==> src/rtl/ctmr_pkg.sv <==
package ctmr_pkg;

    localparam int unsigned EN_BIT  = 0;
    localparam int unsigned PER_BIT = 1;

    typedef enum logic [1:0] {
        SEL_WORD = 2'd0,
        SEL_LEFT = 2'd1,
        SEL_CNT  = 2'd2,
        SEL_NONE = 2'd3
    } ctmr_sel_e;

endpackage

==> src/rtl/ctmr_tick_gen.sv <==
module ctmr_tick_gen #(
    parameter int unsigned DIV = 4
) (
    input  logic clk,
    input  logic rst_n,
    output logic tick
);
    localparam int unsigned DW = (DIV > 1) ? $clog2(DIV) : 1;
    localparam logic [DW-1:0] LAST = DW'(DIV - 1);

    typedef struct packed {
        logic [DW-1:0] div;
    } tick_st_t;

    tick_st_t s_d, s_q;

    always_comb begin
        s_d = s_q;
        if (s_q.div == LAST) s_d.div = '0;
        else                 s_d.div = s_q.div + 1'b1;
    end

    always_ff @(posedge clk or negedge rst_n) begin
        if (!rst_n) s_q <= '0;
        else        s_q <= s_d;
    end

    assign tick = (s_q.div == LAST);

endmodule

==> src/rtl/ctmr_free_cnt.sv <==
module ctmr_free_cnt #(
    parameter int unsigned W = 64
) (
    input  logic         clk,
    input  logic         rst_n,
    input  logic         tick,
    output logic [W-1:0] count
);
    typedef struct packed {
        logic [W-1:0] cnt;
    } cnt_st_t;

    cnt_st_t s_d, s_q;

    always_comb begin
        s_d = s_q;
        if (tick) s_d.cnt = s_q.cnt + 1'b1;
    end

    always_ff @(posedge clk or negedge rst_n) begin
        if (!rst_n) s_q <= '0;
        else        s_q <= s_d;
    end

    assign count = s_q.cnt;

endmodule

==> src/rtl/ctmr_countdown.sv <==
module ctmr_countdown
    import ctmr_pkg::*;
#(
    parameter int unsigned CFG_W  = 64,
    parameter int unsigned LEFT_W = 48
) (
    input  logic              clk,
    input  logic              rst_n,
    input  logic              tick,
    input  logic              cfg_we,
    input  logic [CFG_W-1:0]  cfg_wdata,
    input  logic              irq_clr,
    output logic [CFG_W-1:0]  cfg_word,
    output logic [LEFT_W-1:0] left_cnt,
    output logic              irq,
    output logic              expire
);
    localparam logic [LEFT_W-1:0] ONE = LEFT_W'(1);

    typedef struct packed {
        logic [CFG_W-1:0]  cfg;
        logic [LEFT_W-1:0] left;
        logic              irq;
    } cd_st_t;

    cd_st_t s_d, s_q;
    logic   expire_c;

    function automatic logic [LEFT_W-1:0] load_of(input logic [CFG_W-1:0] w);
        load_of = {w[LEFT_W-1:2], 2'b00};
    endfunction

    always_comb begin
        s_d      = s_q;
        expire_c = tick && s_q.cfg[EN_BIT] && (s_q.left <= ONE) && !cfg_we;

        if (cfg_we) begin
            s_d.cfg  = cfg_wdata;
            s_d.left = cfg_wdata[EN_BIT] ? load_of(cfg_wdata) : '0;
        end else if (tick && s_q.cfg[EN_BIT]) begin
            if (s_q.left <= ONE) begin
                if (s_q.cfg[PER_BIT]) begin
                    s_d.left = load_of(s_q.cfg);
                end else begin
                    s_d.cfg[EN_BIT] = 1'b0;
                    s_d.left        = '0;
                end
            end else begin
                s_d.left = s_q.left - 1'b1;
            end
        end

        s_d.irq = expire_c | (s_q.irq & ~irq_clr);
    end

    always_ff @(posedge clk or negedge rst_n) begin
        if (!rst_n) s_q <= '0;
        else        s_q <= s_d;
    end

    assign cfg_word = s_q.cfg;
    assign left_cnt = s_q.left;
    assign irq      = s_q.irq;
    assign expire   = expire_c;

endmodule

==> src/rtl/cpu_const_timer.sv <==
module cpu_const_timer
    import ctmr_pkg::*;
#(
    parameter int unsigned TICK_DIV = 4,
    parameter int unsigned CFG_W    = 64,
    parameter int unsigned LEFT_W   = 48,
    parameter int unsigned CNT_W    = 64
) (
    input  logic             clk,
    input  logic             rst_n,
    input  logic             cfg_we,
    input  logic [CFG_W-1:0] cfg_wdata,
    input  logic             irq_clr,
    input  logic [1:0]       rd_sel,
    output logic [CFG_W-1:0] rd_data,
    output logic             irq
);
    logic              tick;
    logic              expire;
    logic [CFG_W-1:0]  cfg_word;
    logic [LEFT_W-1:0] left_cnt;
    logic [CNT_W-1:0]  free_cnt;

    ctmr_tick_gen #(.DIV(TICK_DIV)) u_tick (
        .clk   (clk),
        .rst_n (rst_n),
        .tick  (tick)
    );

    ctmr_free_cnt #(.W(CNT_W)) u_cnt (
        .clk   (clk),
        .rst_n (rst_n),
        .tick  (tick),
        .count (free_cnt)
    );

    ctmr_countdown #(.CFG_W(CFG_W), .LEFT_W(LEFT_W)) u_cd (
        .clk       (clk),
        .rst_n     (rst_n),
        .tick      (tick),
        .cfg_we    (cfg_we),
        .cfg_wdata (cfg_wdata),
        .irq_clr   (irq_clr),
        .cfg_word  (cfg_word),
        .left_cnt  (left_cnt),
        .irq       (irq),
        .expire    (expire)
    );

    always_comb begin
        unique case (ctmr_sel_e'(rd_sel))
            SEL_WORD: rd_data = cfg_word;
            SEL_LEFT: rd_data = CFG_W'(left_cnt);
            SEL_CNT:  rd_data = CFG_W'(free_cnt);
            default:  rd_data = '0;
        endcase
    end

endmodule

==> config.mk <==
export PLATFORM = sky130hd
export DESIGN_NAME = cpu_const_timer
export DESIGN_NICKNAME = d
export VERILOG_FILES = /design/src/rtl/ctmr_pkg.sv /design/src/rtl/ctmr_tick_gen.sv /design/src/rtl/ctmr_free_cnt.sv /design/src/rtl/ctmr_countdown.sv /design/src/rtl/cpu_const_timer.sv
export SDC_FILE = /design/constraint.sdc
export NUM_CORES = 1
export LEC_CHECK = 0
export BUFFER_PORTS_ARGS = -buffer_cell sky130_fd_sc_hd__buf_4
export CAP_MARGIN = 10
export CORE_AREA = 5 5 150 123
export DETAILED_ROUTE_END_ITERATION = 10
export DIE_AREA = 0 0 155 128
export PLACE_DENSITY_LB_ADDON = 0.25
export SLEW_MARGIN = 15
export SYNTH_ARGS = -nofsm -noshare
export SYNTH_HDL_FRONTEND = slang
export SYNTH_HIERARCHICAL = 1
export SYNTH_SLANG_ARGS = --single-unit
==> constraint.sdc <==
create_clock -name clk -period 5.07 [get_ports clk]
set_input_delay 0.2535 -clock clk [delete_from_list [all_inputs] [get_ports clk]]
set_output_delay 0.2535 -clock clk [all_outputs]
set_load 0.03 [all_outputs]
==> flow_summary.json <==
{
  "busiest_layer": "met1",
  "start_kind": "flop",
  "num_io_pins": 135,
  "wl_per_cell_um": 23.4,
  "gp_congestion": 0.981,
  "placementRows": 43,
  "worst_ep_required_time_ns": 5.40,
  "area_growth_pct": 15.7,
  "grt_util_met1": 0.459,
  "final-hold-violation-count": 0,
  "rsz0062_at_grt": "no",
  "cts_buffers": 17,
  "vdd_ir_drop_max_mv": 0.242,
  "clk_pin_slew_ns": 0.07,
  "cts_tree": "done",
  "grt_max_degree": 88,
  "synth.avg_cell_area_um2": 10.4,
  "cts.htree.levels": 4,
  "dieArea_um2": 19800,
  "cp_max_fo": 21,
  "layout-drive-gt1-share": 0.246,
  "endpoint_kind": "flop",
  "final_antenna_net_count": 0,
  "tns_ns": 0,
  "path_class": "reg -> reg",
  "netlist_instances": 1000,
  "overflow": 0,
  "grt_use_total": 0.317,
  "n_fill_cell": 1261,
  "p_leak_uw": 0.00524,
  "period_needed_ns": 4.11,
  "finalMaxSlewViolations": 0,
  "power_uw": 3630,
  "cts-root-buf": "clkbuf_16",
  "syn_nets": 1074,
  "ys_warn_count": 6,
  "grt_use_met2": 0.459,
  "port_buffers": 134,
  "clk_latency_ns": 0.43,
  "hold_class": "in -> reg",
  "netlist_area_um2": 10400,
  "use_met3": 0.102,
  "viasPerCell": 6.73,
  "antenna_found_initial": 0,
  "layout_worst_path_cycle_share": 0.811,
  "grt_pass1_wl_um": 49200,
  "multi_input_area_um2": 5470,
  "fin_nets": 1183,
  "dr.pass1.iters": 6,
  "clock_skew_ns": 0.00936,
  "clock.fmax_ghz": 0.243,
  "maxSlewHeadroom": 0.203,
  "cap_violations": 0,
  "grt_pass1_vias": 8759,
  "clock-sinks": 179,
  "start_util": 0.612,
  "chipHeight_um": 128,
  "design.core.area_um2": 16900,
  "routed_wl_um": 31400,
  "regArea_um2": 4480,
  "drc": 0,
  "power.density_nw_per_um2": 303,
  "drt_iter0_markers": 1244,
  "status": "completed",
  "ctsLongestPathBuffers": 2,
  "cp.arrival_ns": 4.44,
  "worst_slew_pin_slew_ns": 1.18,
  "diodes": 0,
  "cts.repair.resized": 0,
  "vias": 9058,
  "hpwl_um": 21200,
  "final-setup-viol-count": 0,
  "dp_slack_ns": 1.20,
  "timing.final.ws_setup_ns": 0.956,
  "die_w_um": 155
}
-- cell type report --
cell class / instances / area share
Clock buffer: 18 / 0.0366
Inverter: 21 / 0.00657
Multi-Input combinational cell: 744 / 0.457
Tap cell: 225 / 0.0235
Sequential cell: 179 / 0.374
Timing Repair Buffer: 146 / 0.0922
Clock inverter: 12 / 0.0110
-- per-layer routing --
metal	share of wire	up-vias	wire length, µm
met3	0.13	65	4080
li1	-	4003	-
met2	0.43	604	13500
met5	0.0014	-	43
met1	0.41	4384	13000
met4	0.024	2	748
-- worst paths after layout --
check / startpoint / to / slack, ns / cells after the start
min in group asynchronous: rst_n / u_cnt/count[2]$_DFFE_PN0P_ / 0.41 / 2
max: u_cd/left_cnt[21]$_DFFE_PN0P_ / u_cd/left_cnt[44]$_DFFE_PN0P_ / 0.96 / 6
max reg2reg: u_cd/left_cnt[21]$_DFFE_PN0P_ / u_cd/left_cnt[44]$_DFFE_PN0P_ / 0.96 / 6
min: cfg_wdata[1] / u_cd/cfg_word[1]$_DFFE_PN0P_ / 0.03 / 3
max in group asynchronous: rst_n / u_cd/left_cnt[37]$_DFFE_PN0P_ / 3.50 / 3
min reg2reg: u_tick/s_q[0]$_DFF_PN0_ / u_tick/s_q[0]$_DFF_PN0_ / 0.44 / 1
-- critical path: stages, from the launching register on --
cell,delay (ns)
dfrtp_1,0.43
nor4_1,0.52
nand4_1,0.58
nor4bb_1,1.15
and3_1,1.02
a21oi_1,0.17
o21ai_0,0.14
-- flip-flops by register name, summed over array words and instances, names as in the netlist --
register	flops
u_cnt/count	64
u_cd/left_cnt	48
u_tick/s_q	2
u_cd/cfg_word	64
u_cd/irq	1
-- cells in the final DEF, fill, tap and decap left out, types with 6 or more instances in the layout --
master	n
dfrtp_1	179
nand2_1	73
xor2_1	35
nor2_1	67
a221o_1	13
o21ai_0	33
nor4_1	22
o31ai_1	9
a21oi_1	19
a22o_1	13
mux2_2	60
nor4_2	8
a211o_1	7
mux2i_1	70
buf_4	143
or3_1	9
inv_1	21
o2bb2ai_1	49
a22oi_1	15
or4_1	9
xnor2_1	28
clkbuf_16	17
nand3_1	38
nand4_1	26
nand4_2	6
nor3_1	43
-- stage by stage --
stage / hold slack (ns) / util / instances / cell area (µm²)
2_1_floorplan: -0.0421 / - / 1000 / 10400
3_3_place_gp: 0.369 / 0.673 / 1313 / 11400
3_5_place_dp: 0.357 / 0.673 / 1313 / 11400
4_1_cts: 0.0236 / 0.707 / 1345 / 12000
5_1_grt: 0.0411 / 0.707 / 1345 / 12000
6_report: 0.0325 / 0.707 / 1345 / 12000
-- power breakdown --
part,internal [µW],switching [µW]
clock,735,572
sequential,1530,138
combinational,274,376
total,2540,1090
-- timing repair --
item                                    in CTS  in global routing
hold buffers                                 2                  0
setup buffers                                0                  0
endpoints found under the setup margin       0                  0
hold endpoints to repair                    86                  0
(Power assumes the default switching activity.)
